### src/rtl/mix_pkg.sv
package mix_pkg;
  typedef enum logic [1:0] {
    AM_OPAQUE = 2'b00,
    AM_STATIC = 2'b01,
    AM_STREAM = 2'b10,
    AM_SPARE  = 2'b11
  } amode_e;
endpackage

### src/rtl/mix_raster.sv
module mix_raster #(
  parameter int XW = 12,
  parameter int YW = 12
) (
  input  logic          clk_i,
  input  logic          rst_ni,
  input  logic [XW-1:0] width_i,
  input  logic [YW-1:0] height_i,
  output logic [XW-1:0] x_o,
  output logic [YW-1:0] y_o
);
  logic [XW:0] x_nx;
  logic [YW:0] y_nx;

  assign x_nx = {1'b0, x_o} + (XW+1)'(1);
  assign y_nx = {1'b0, y_o} + (YW+1)'(1);

  always_ff @(posedge clk_i or negedge rst_ni) begin
    if (!rst_ni) begin
      x_o <= '0;
      y_o <= '0;
    end else if (x_nx >= {1'b0, width_i}) begin
      x_o <= '0;
      y_o <= (y_nx >= {1'b0, height_i}) ? '0 : y_nx[YW-1:0];
    end else begin
      x_o <= x_nx[XW-1:0];
    end
  end
endmodule

### src/rtl/mix_layer_sel.sv
module mix_layer_sel
  import mix_pkg::*;
#(
  parameter int N      = 3,
  parameter int CW     = 8,
  parameter int XW     = 12,
  parameter int YW     = 12,
  parameter int LW     = 2,
  parameter int BGW    = 8,
  parameter bit POS_EN = 1'b1
) (
  input  logic              clk_i,
  input  logic              rst_ni,
  input  logic [XW-1:0]     x_i,
  input  logic [YW-1:0]     y_i,
  input  logic [N-1:0]      en_i,
  input  logic [2*N-1:0]    mode_i,
  input  logic [N*XW-1:0]   xoff_i,
  input  logic [N*YW-1:0]   yoff_i,
  input  logic [N*XW-1:0]   w_i,
  input  logic [N*YW-1:0]   h_i,
  input  logic [N*LW-1:0]   lvl_i,
  input  logic [N*CW-1:0]   salpha_i,
  input  logic [BGW-1:0]    bg0_i,
  input  logic [BGW-1:0]    bg1_i,
  input  logic [BGW-1:0]    bg2_i,
  input  logic [N-1:0]      pvalid_i,
  input  logic [N*3*CW-1:0] pdata_i,
  input  logic [N*CW-1:0]   palpha_i,
  output logic              valid_o,
  output logic [XW-1:0]     x_o,
  output logic [YW-1:0]     y_o,
  output logic [3*CW-1:0]   bg_o,
  output logic [N-1:0]      apply_o,
  output logic [N*CW-1:0]   alpha_o,
  output logic [N*3*CW-1:0] fg_o
);
  localparam int PW = 3 * CW;

  logic [N-1:0]    hit;
  logic [N*CW-1:0] lalpha;
  logic [N-1:0]    s_apply;
  logic [N*CW-1:0] s_alpha;
  logic [N*PW-1:0] s_fg;
  logic [PW-1:0]   bg_d;

  for (genvar gi = 0; gi < N; gi++) begin : g_layer
    logic [XW-1:0] xo, lw;
    logic [YW-1:0] yo, lh;
    logic [XW:0]   xe;
    logic [YW:0]   ye;
    logic          in_x, in_y;
    logic [CW-1:0] la;

    assign xo   = xoff_i[gi*XW +: XW];
    assign lw   = w_i[gi*XW +: XW];
    assign yo   = yoff_i[gi*YW +: YW];
    assign lh   = h_i[gi*YW +: YW];
    assign xe   = {1'b0, xo} + {1'b0, lw};
    assign ye   = {1'b0, yo} + {1'b0, lh};
    assign in_x = (x_i >= xo) && ({1'b0, x_i} < xe);
    assign in_y = (y_i >= yo) && ({1'b0, y_i} < ye);
    assign hit[gi] = en_i[gi] && pvalid_i[gi] && in_x && in_y;

    always_comb begin
      unique case (amode_e'(mode_i[2*gi +: 2]))
        AM_STATIC: la = salpha_i[gi*CW +: CW];
        AM_STREAM: la = palpha_i[gi*CW +: CW];
        default:   la = '1;
      endcase
    end
    assign lalpha[gi*CW +: CW] = la;
  end

  if (POS_EN) begin : g_pos
    for (genvar gk = 0; gk < N; gk++) begin : g_slot
      logic          ap;
      logic [CW-1:0] al;
      logic [PW-1:0] fg;
      always_comb begin
        ap = 1'b0;
        al = '0;
        fg = '0;
        // descending scan: lowest index wins a shared level
        for (int i = N - 1; i >= 0; i--) begin
          if (lvl_i[i*LW +: LW] == LW'(gk)) begin
            ap = hit[i];
            al = lalpha[i*CW +: CW];
            fg = pdata_i[i*PW +: PW];
          end
        end
      end
      assign s_apply[gk]           = ap;
      assign s_alpha[gk*CW +: CW]  = al;
      assign s_fg[gk*PW +: PW]     = fg;
    end
  end else begin : g_idx
    assign s_apply = hit;
    assign s_alpha = lalpha;
    assign s_fg    = pdata_i;
  end

  if (CW <= 16) begin : g_bg_narrow
    assign bg_d = {bg2_i, bg1_i, bg0_i};
  end else begin : g_bg_wide
    assign bg_d = {bg2_i, {(CW-BGW){1'b0}}, bg1_i, {(CW-BGW){1'b0}},
                   bg0_i, {(CW-BGW){1'b0}}};
  end

  always_ff @(posedge clk_i or negedge rst_ni) begin
    if (!rst_ni) begin
      valid_o <= 1'b0;
      x_o     <= '0;
      y_o     <= '0;
      bg_o    <= '0;
      apply_o <= '0;
      alpha_o <= '0;
      fg_o    <= '0;
    end else begin
      valid_o <= 1'b1;
      x_o     <= x_i;
      y_o     <= y_i;
      bg_o    <= bg_d;
      apply_o <= s_apply;
      alpha_o <= s_alpha;
      fg_o    <= s_fg;
    end
  end
endmodule

### src/rtl/mix_blend_stage.sv
module mix_blend_stage #(
  parameter int N  = 3,
  parameter int CW = 8,
  parameter int XW = 12,
  parameter int YW = 12,
  parameter int K  = 0
) (
  input  logic              clk_i,
  input  logic              rst_ni,
  input  logic              valid_i,
  input  logic [XW-1:0]     x_i,
  input  logic [YW-1:0]     y_i,
  input  logic [3*CW-1:0]   acc_i,
  input  logic [N-1:0]      apply_i,
  input  logic [N*CW-1:0]   alpha_i,
  input  logic [N*3*CW-1:0] fg_i,
  output logic              valid_o,
  output logic [XW-1:0]     x_o,
  output logic [YW-1:0]     y_o,
  output logic [3*CW-1:0]   acc_o,
  output logic [N-1:0]      apply_o,
  output logic [N*CW-1:0]   alpha_o,
  output logic [N*3*CW-1:0] fg_o
);
  localparam int PW   = 3 * CW;
  localparam int MW   = 2 * CW + 2;
  localparam int AMAX = (1 << CW) - 1;

  logic [CW-1:0] a;
  logic [PW-1:0] fg, mixed;

  assign a  = alpha_i[K*CW +: CW];
  assign fg = fg_i[K*PW +: PW];

  always_comb begin
    for (int p = 0; p < 3; p++) begin
      logic [MW-1:0] num;
      num = MW'(a) * MW'(fg[p*CW +: CW])
          + (MW'(AMAX) - MW'(a)) * MW'(acc_i[p*CW +: CW])
          + MW'(AMAX / 2);
      mixed[p*CW +: CW] = CW'(num / MW'(AMAX));
    end
  end

  always_ff @(posedge clk_i or negedge rst_ni) begin
    if (!rst_ni) begin
      valid_o <= 1'b0;
      x_o     <= '0;
      y_o     <= '0;
      acc_o   <= '0;
      apply_o <= '0;
      alpha_o <= '0;
      fg_o    <= '0;
    end else begin
      valid_o <= valid_i;
      x_o     <= x_i;
      y_o     <= y_i;
      acc_o   <= apply_i[K] ? mixed : acc_i;
      apply_o <= apply_i;
      alpha_o <= alpha_i;
      fg_o    <= fg_i;
    end
  end
endmodule

### src/rtl/layer_mixer.sv
module layer_mixer #(
  parameter int N_LAYERS = 3,
  parameter int CW       = 8,
  parameter int XW       = 12,
  parameter int YW       = 12,
  parameter bit POS_EN   = 1'b1,
  localparam int LW      = (N_LAYERS > 1) ? $clog2(N_LAYERS) : 1,
  localparam int BGW     = (CW < 16) ? CW : 16
) (
  input  logic                       clk_i,
  input  logic                       rst_ni,
  input  logic [XW-1:0]              bg_width_i,
  input  logic [YW-1:0]              bg_height_i,
  input  logic [BGW-1:0]             bg_c0_i,
  input  logic [BGW-1:0]             bg_c1_i,
  input  logic [BGW-1:0]             bg_c2_i,
  input  logic [N_LAYERS-1:0]        layer_en_i,
  input  logic [2*N_LAYERS-1:0]      layer_mode_i,
  input  logic [N_LAYERS*XW-1:0]     layer_xoff_i,
  input  logic [N_LAYERS*YW-1:0]     layer_yoff_i,
  input  logic [N_LAYERS*XW-1:0]     layer_w_i,
  input  logic [N_LAYERS*YW-1:0]     layer_h_i,
  input  logic [N_LAYERS*LW-1:0]     layer_level_i,
  input  logic [N_LAYERS*CW-1:0]     layer_salpha_i,
  input  logic [N_LAYERS-1:0]        px_valid_i,
  input  logic [N_LAYERS*3*CW-1:0]   px_data_i,
  input  logic [N_LAYERS*CW-1:0]     px_alpha_i,
  output logic                       out_valid_o,
  output logic [XW-1:0]              out_x_o,
  output logic [YW-1:0]              out_y_o,
  output logic [3*CW-1:0]            out_pix_o
);
  localparam int N  = N_LAYERS;
  localparam int PW = 3 * CW;

  logic [XW-1:0] cnt_x;
  logic [YW-1:0] cnt_y;

  logic [N:0]       st_v;
  logic [XW-1:0]    st_x  [N+1];
  logic [YW-1:0]    st_y  [N+1];
  logic [PW-1:0]    st_acc[N+1];
  logic [N-1:0]     st_ap [N+1];
  logic [N*CW-1:0]  st_al [N+1];
  logic [N*PW-1:0]  st_fg [N+1];

  mix_raster #(.XW(XW), .YW(YW)) u_raster (
    .clk_i    (clk_i),
    .rst_ni   (rst_ni),
    .width_i  (bg_width_i),
    .height_i (bg_height_i),
    .x_o      (cnt_x),
    .y_o      (cnt_y)
  );

  mix_layer_sel #(
    .N(N), .CW(CW), .XW(XW), .YW(YW), .LW(LW), .BGW(BGW), .POS_EN(POS_EN)
  ) u_sel (
    .clk_i    (clk_i),
    .rst_ni   (rst_ni),
    .x_i      (cnt_x),
    .y_i      (cnt_y),
    .en_i     (layer_en_i),
    .mode_i   (layer_mode_i),
    .xoff_i   (layer_xoff_i),
    .yoff_i   (layer_yoff_i),
    .w_i      (layer_w_i),
    .h_i      (layer_h_i),
    .lvl_i    (layer_level_i),
    .salpha_i (layer_salpha_i),
    .bg0_i    (bg_c0_i),
    .bg1_i    (bg_c1_i),
    .bg2_i    (bg_c2_i),
    .pvalid_i (px_valid_i),
    .pdata_i  (px_data_i),
    .palpha_i (px_alpha_i),
    .valid_o  (st_v[0]),
    .x_o      (st_x[0]),
    .y_o      (st_y[0]),
    .bg_o     (st_acc[0]),
    .apply_o  (st_ap[0]),
    .alpha_o  (st_al[0]),
    .fg_o     (st_fg[0])
  );

  for (genvar gk = 0; gk < N; gk++) begin : g_stage
    mix_blend_stage #(
      .N(N), .CW(CW), .XW(XW), .YW(YW), .K(gk)
    ) u_stg (
      .clk_i   (clk_i),
      .rst_ni  (rst_ni),
      .valid_i (st_v[gk]),
      .x_i     (st_x[gk]),
      .y_i     (st_y[gk]),
      .acc_i   (st_acc[gk]),
      .apply_i (st_ap[gk]),
      .alpha_i (st_al[gk]),
      .fg_i    (st_fg[gk]),
      .valid_o (st_v[gk+1]),
      .x_o     (st_x[gk+1]),
      .y_o     (st_y[gk+1]),
      .acc_o   (st_acc[gk+1]),
      .apply_o (st_ap[gk+1]),
      .alpha_o (st_al[gk+1]),
      .fg_o    (st_fg[gk+1])
    );
  end

  assign out_valid_o = st_v[N];
  assign out_x_o     = st_x[N];
  assign out_y_o     = st_y[N];
  assign out_pix_o   = st_acc[N];
endmodule

### config.mk
export PLATFORM = sky130hd
export DESIGN_NAME = layer_mixer
export DESIGN_NICKNAME = d
export VERILOG_FILES = /design/src/rtl/mix_pkg.sv /design/src/rtl/mix_raster.sv /design/src/rtl/mix_layer_sel.sv /design/src/rtl/mix_blend_stage.sv /design/src/rtl/layer_mixer.sv
export SDC_FILE = /design/constraint.sdc
export NUM_CORES = 2
export LEC_CHECK = 0
export ABC_AREA = 1
export BUFFER_PORTS_ARGS = -buffer_cell sky130_fd_sc_hd__buf_2
export CAP_MARGIN = 20
export CORE_ASPECT_RATIO = 2
export CORE_MARGIN = 10
export CORE_UTILIZATION = 50
export DETAILED_ROUTE_END_ITERATION = 7
export PLACE_DENSITY_LB_ADDON = 0.3
export SETUP_SLACK_MARGIN = 0.15
export SLEW_MARGIN = 5
export SYNTH_ARGS = -nofsm -noshare
export SYNTH_HDL_FRONTEND = slang
export SYNTH_HIERARCHICAL = 1
export SYNTH_SLANG_ARGS = --single-unit
### constraint.sdc
create_clock -name clk_i -period 18 [get_ports clk_i]
set_clock_uncertainty 0.1 [all_clocks]
set_input_delay 0.9 -clock clk_i [delete_from_list [all_inputs] [get_ports clk_i]]
set_output_delay 0.9 -clock clk_i [all_outputs]
set_load 0.005 [all_outputs]
**After elaboration in Yosys (flattened, before gate mapping)**

Cells that the tools add are included.

- Bits in registers: 517
- Output and inout bits: 49

- $add $sub $neg: 29
- $mul: 18
- Div/mod/pow operators: 9
- Magnitude comparators: 14
- Equality and inequality tests: 12
- Multiplexer cells: 35
- Reductions and logical operators: 18

Operator list:

| cell | count |
|---|---|
| $mux W24 | 12 |
| $add A16 B18 Y18 | 9 |
| $add A18 B7 Y18 const B | 9 |
| $div A18 B8 Y18 const B | 9 |
| $mul A18 B8 Y18 | 9 |
| $mul A8 B8 Y16 | 9 |
| $add A12 B12 Y13 | 6 |
| $lt A12 B13 Y1 | 6 |
| $ge A12 B12 Y1 | 6 |
| $mux W8 | 9 |
| $pmux W8 S2 | 3 |
| $sub A8 B8 Y9 const A | 3 |
| $add A12 B1 Y13 const B | 2 |
| $ge A13 B12 Y1 | 2 |
| $mux W12 | 2 |
| $logic_and A1 B1 Y1 | 15 |
| $eq A2 B1 Y1 const B | 6 |
| $eq A2 B2 Y1 const B | 6 |
| $mux W1 | 9 |
| $logic_not A2 Y1 | 3 |

**Depth between registers and ports, before layout**

- Depth in word-level cells: 8
- Depth in mapped cells: 89

**Cells and area by module**

Netlist, hierarchy kept.

By module, submodules not included:

| module | times used | cells each | area an instance (sq um) | sequential area each (sq um) |
|---|---|---|---|---|
| mix_blend_stage (g_stage[1].u_stg) | 1 | 3644 | 25761.0 | 3703.6 |
| mix_blend_stage (g_stage[2].u_stg) | 1 | 3503 | 25486.9 | 3703.6 |
| mix_blend_stage (g_stage[0].u_stg) | 1 | 3554 | 25016.5 | 3703.6 |
| mix_layer_sel | 1 | 1494 | 12700.9 | 3703.6 |
| mix_raster | 1 | 297 | 2167.1 | 600.6 |

**Least setup slack after synthesis**

Ideal clock, no wire load.

- Path type: reg2reg
- From: register u_sel.alpha_o[0]
- To: register g_stage[0].u_stg.acc_o[16]
- Library setup time: 0.116 ns
- Arrival: 10.499 ns
- Path slack: 7.284 ns
- Cell stages (with the launch flop): 73
- Buffers on the path: 2
- Cell sequence: dfrtp_1 > clkbuf_1 > clkbuf_1 > nand2_1 > fa_1 > fa_1 > inv_1 > fa_1 > fa_1 > fa_1 > inv_1 > fa_1 > inv_1 > ha_1 > nand2_1 > nor2_1 > and2_1 > nand2_1 > [37 not listed] > nand3_2 > nand2_4 > nand2_1 > nand2_1 > inv_1 > ha_1 > inv_1 > nor2_1 > nand3_1 > nor2_1 > a21oi_2 > nand2_1 > nand2_1 > nand2_1 > nor2_1 > nand3_1 > nand2_1 > nand2_1

- Word-level cells in the longest chain between the ends: 6
- Elaborated cells on any way between the ends: 7
- Those cells by class: 3 x add/sub; 2 x mul; 1 x div; 1 x mux

RTL lines:

| what | line | source |
|---|---|---|
| start: declaration | mix_layer_sel.sv:35 | `output logic [N*CW-1:0] alpha_o,` |
| start signal: assignment | mix_layer_sel.sv:125 | `alpha_o <= s_alpha;` |
| $sub A8 B8 Y9 | mix_blend_stage.sv:39 | `+ (MW'(AMAX) - MW'(a)) * MW'(acc_i[p*CW +: CW])` |
| $mul A18 B8 Y18 | mix_blend_stage.sv:39 |  |
| $add A16 B18 Y18 * | mix_blend_stage.sv:39 |  |
| $add A18 B7 Y18 * | mix_blend_stage.sv:40 | `+ MW'(AMAX / 2);` |
| $div A18 B8 Y18 * | mix_blend_stage.sv:41 | `mixed[p*CW +: CW] = CW'(num / MW'(AMAX));` |
| $mux W24 * | mix_blend_stage.sv:58 | `acc_o <= apply_i[K] ? mixed : acc_i;` |
| end signal: assignment | mix_blend_stage.sv:58 |  |
| end: declaration | mix_blend_stage.sv:20 | `output logic [3*CW-1:0] acc_o,` |

Every way passes the cells marked *; elsewhere a longest branch is shown, timed or not.
A chain may end at the register's enable or synchronous reset.

**Worst setup path after layout**

- From: register u_sel.alpha_o[4]
- To: register g_stage[0].u_stg.acc_o[16]

The elaborated chain is that of the path after synthesis.

==> summary.md <==
| Metric | Value |
|---|---|
| Largest net degree at the start of global routing | 143 |
| Fin crit share | 73.0% |
| Vias in the first global route | 84600 |
| Setup TNS Final | 0 ps |
| DP HPWL | 227 mm |
| Synth warn | 6 |
| Cells after Synth | 12300 |
| GRT Resource Usage Total | 27.9% |
| Min cycle time layout | 13140 ps |
| Routed met2 length | 144 mm |
| Slew headroom | 26.6% |
| Seq. cell area | 10500 um2 |
| CP max-delay cell | fa_1 |
| Max-cap violations | 0 |
| Worst Hold Class | reg -> reg |
| Non-Filler Instances | 14800 |
| Initial antenna violation count | 48 |
| Max layer used | met5 |
| R2R setup slack | 4860 ps |
| Clock-pin slew on the worst setup and hold paths | 70 ps |
| Max Root-Sink Buffers | 3 |
| Area after DPL | 90000 um2 |
| Final nets | 14600 |
| GPL Wtd Cong | 0.970 |
| Final slew viol count | 0 |
| I/O Buffers | 380 |
| Core Box Area | 171000 um2 |
| Root Buffer | clkbuf_16 |
| CP required | 18410 ps |
| Antenna-violating nets left | 0 |
| Failing checks | DRC |
| TritonCTS clock tree | yes |
| Initial DRC count | 4489 |
| Vias per inst | 5.35 |
| Setup violations, final | 0 |
| Worst path most repeated cell | nand2_1 |
| Cell area after synthesis | 86200 um2 |
| First-pass GRT wire length | 425 mm |
| Chip Height | 607 um |
| Cells after DPL | 14700 |
| Ratio of cells with drive above 1 in the final layout | 11.1% |
| CP endpoint kind | flop |
| Hold_buf cts | 0 |
| CP startpoint kind | flop |
| M1 WL | 86.6 mm |
| Area of the die | 190000 um2 |
| Worst Path Arrival | 13550 ps |
| Worst-path fanout max | 39 |
| CTS resizes | 0 |
| Clock latency on the worst-skew pair | 660 ps |
| Die width | 314 um |
| Deepest level of the CTS H-tree | 2 |
| Kind of critical path | reg -> reg |
| Total Routed Length | 268 mm |
| Commonest non-fill, non-tap cell in the layout | nand2_1 |
| Post-route cell area | 91800 um2 |
| First-pass iteration count of the detailed router | 8 |
| Starting Density | 50.3% |
| Area Overhead vs Synth | 6.48% |
| Number of buffers added for setup after CTS | 0 |
| Most frequent cells in the layout | nand2_1 (3314), inv_1 (2672), nor2_1 (953) |
| # clock sinks | 418 |
| Via count | 79500 |
| RSZ-0062 raised after global routing | no |
| Worst path max stage delay | 550 ps |
| Core Rows | 215 |
| Fin. Hold Viols | 0 |
| Worst Hold Margin | 212 ps |
| Status | finished with violations |
| Post-synthesis net count | 14400 |
| WL/cell | 18.0 um |
| DRC Markers | 10 |
| Metal3 WL | 14.3 mm |
| Fillers | 16800 |
| Io pins | 381 |
| Worst-margin pin slew | 1090 ps |
| F_max | 76.1 MHz |
| Grt ovf | 0 |
| Post-synthesis average cell area | 7.01 um2 |
| Multi-input logic area | 63800 um2 |
| Number of CTS-inserted buffers | 45 |
## final cells by class
class	instances	share of cell area, %
clock buffer	55	1.37
inverter	2830	11.6
tap	2278	3.11
sequential	418	11.4
multi-input combinational	8795	69.5
timing repair buffer	417	2.40
antenna	24	0.0654
clock inverter	29	0.494
## stage by stage
stage	worst slack (ps)	util, %
4_1_cts	4870	53.5
3_5_place_dp	4910	52.5
3_3_place_gp	5150	52.5
2_1_floorplan	7300	-
5_1_grt	3790	53.5
6_report	4860	53.6
## path summary, 6_finish.rpt
kind | depth (start not counted) | end | startpoint
worst min-delay path | 0 | g_stage[0].u_stg/x_o[11] | u_sel/x_o[11]
worst max register to register | 77 | g_stage[0].u_stg/acc_o[16] | u_sel/alpha_o[4]
worst min register to register | 0 | g_stage[0].u_stg/x_o[11] | u_sel/x_o[11]
max in group asynchronous | 4 | u_sel/bg_o[16] | rst_ni
min in group asynchronous | 1 | u_raster/y_o[1] | rst_ni
worst max-delay path | 77 | g_stage[0].u_stg/acc_o[16] | u_sel/alpha_o[4]
## worst max-delay path: cells and delay by family (launching register included)
| kind | cells | cell delay (ps) |
|---|---|---|
| simple gates | 61 | 7470 |
| compound gates | 1 | 210 |
| fa+ha+maj | 8 | 3660 |
| flops | 1 | 340 |
| buf+inv | 7 | 1180 |
## registers in the layout, summed over array words and instances (netlist names), 12 cells and up
| register | flops |
|---|---|
| g_stage.u_stg/acc_o | 72 |
| g_stage.u_stg/alpha_o | 24 |
| g_stage.u_stg/fg_o | 72 |
| g_stage.u_stg/x_o | 36 |
| g_stage.u_stg/y_o | 36 |
| u_raster/x_o | 12 |
| u_raster/y_o | 12 |
| u_sel/alpha_o | 24 |
| u_sel/bg_o | 24 |
| u_sel/fg_o | 72 |
| u_sel/x_o | 12 |
| u_sel/y_o | 12 |
## layer usage
metal  up-vias  global-route usage [%]
met3      1055                    4.36
met5         -                       0
met2      2490                    54.1
met4        40                    20.9
li1      37800                       -
met1     38100                    25.7
Power is not shown: default switching activity piles up to over one toggle a cycle in this logic, so the estimate is an artifact.
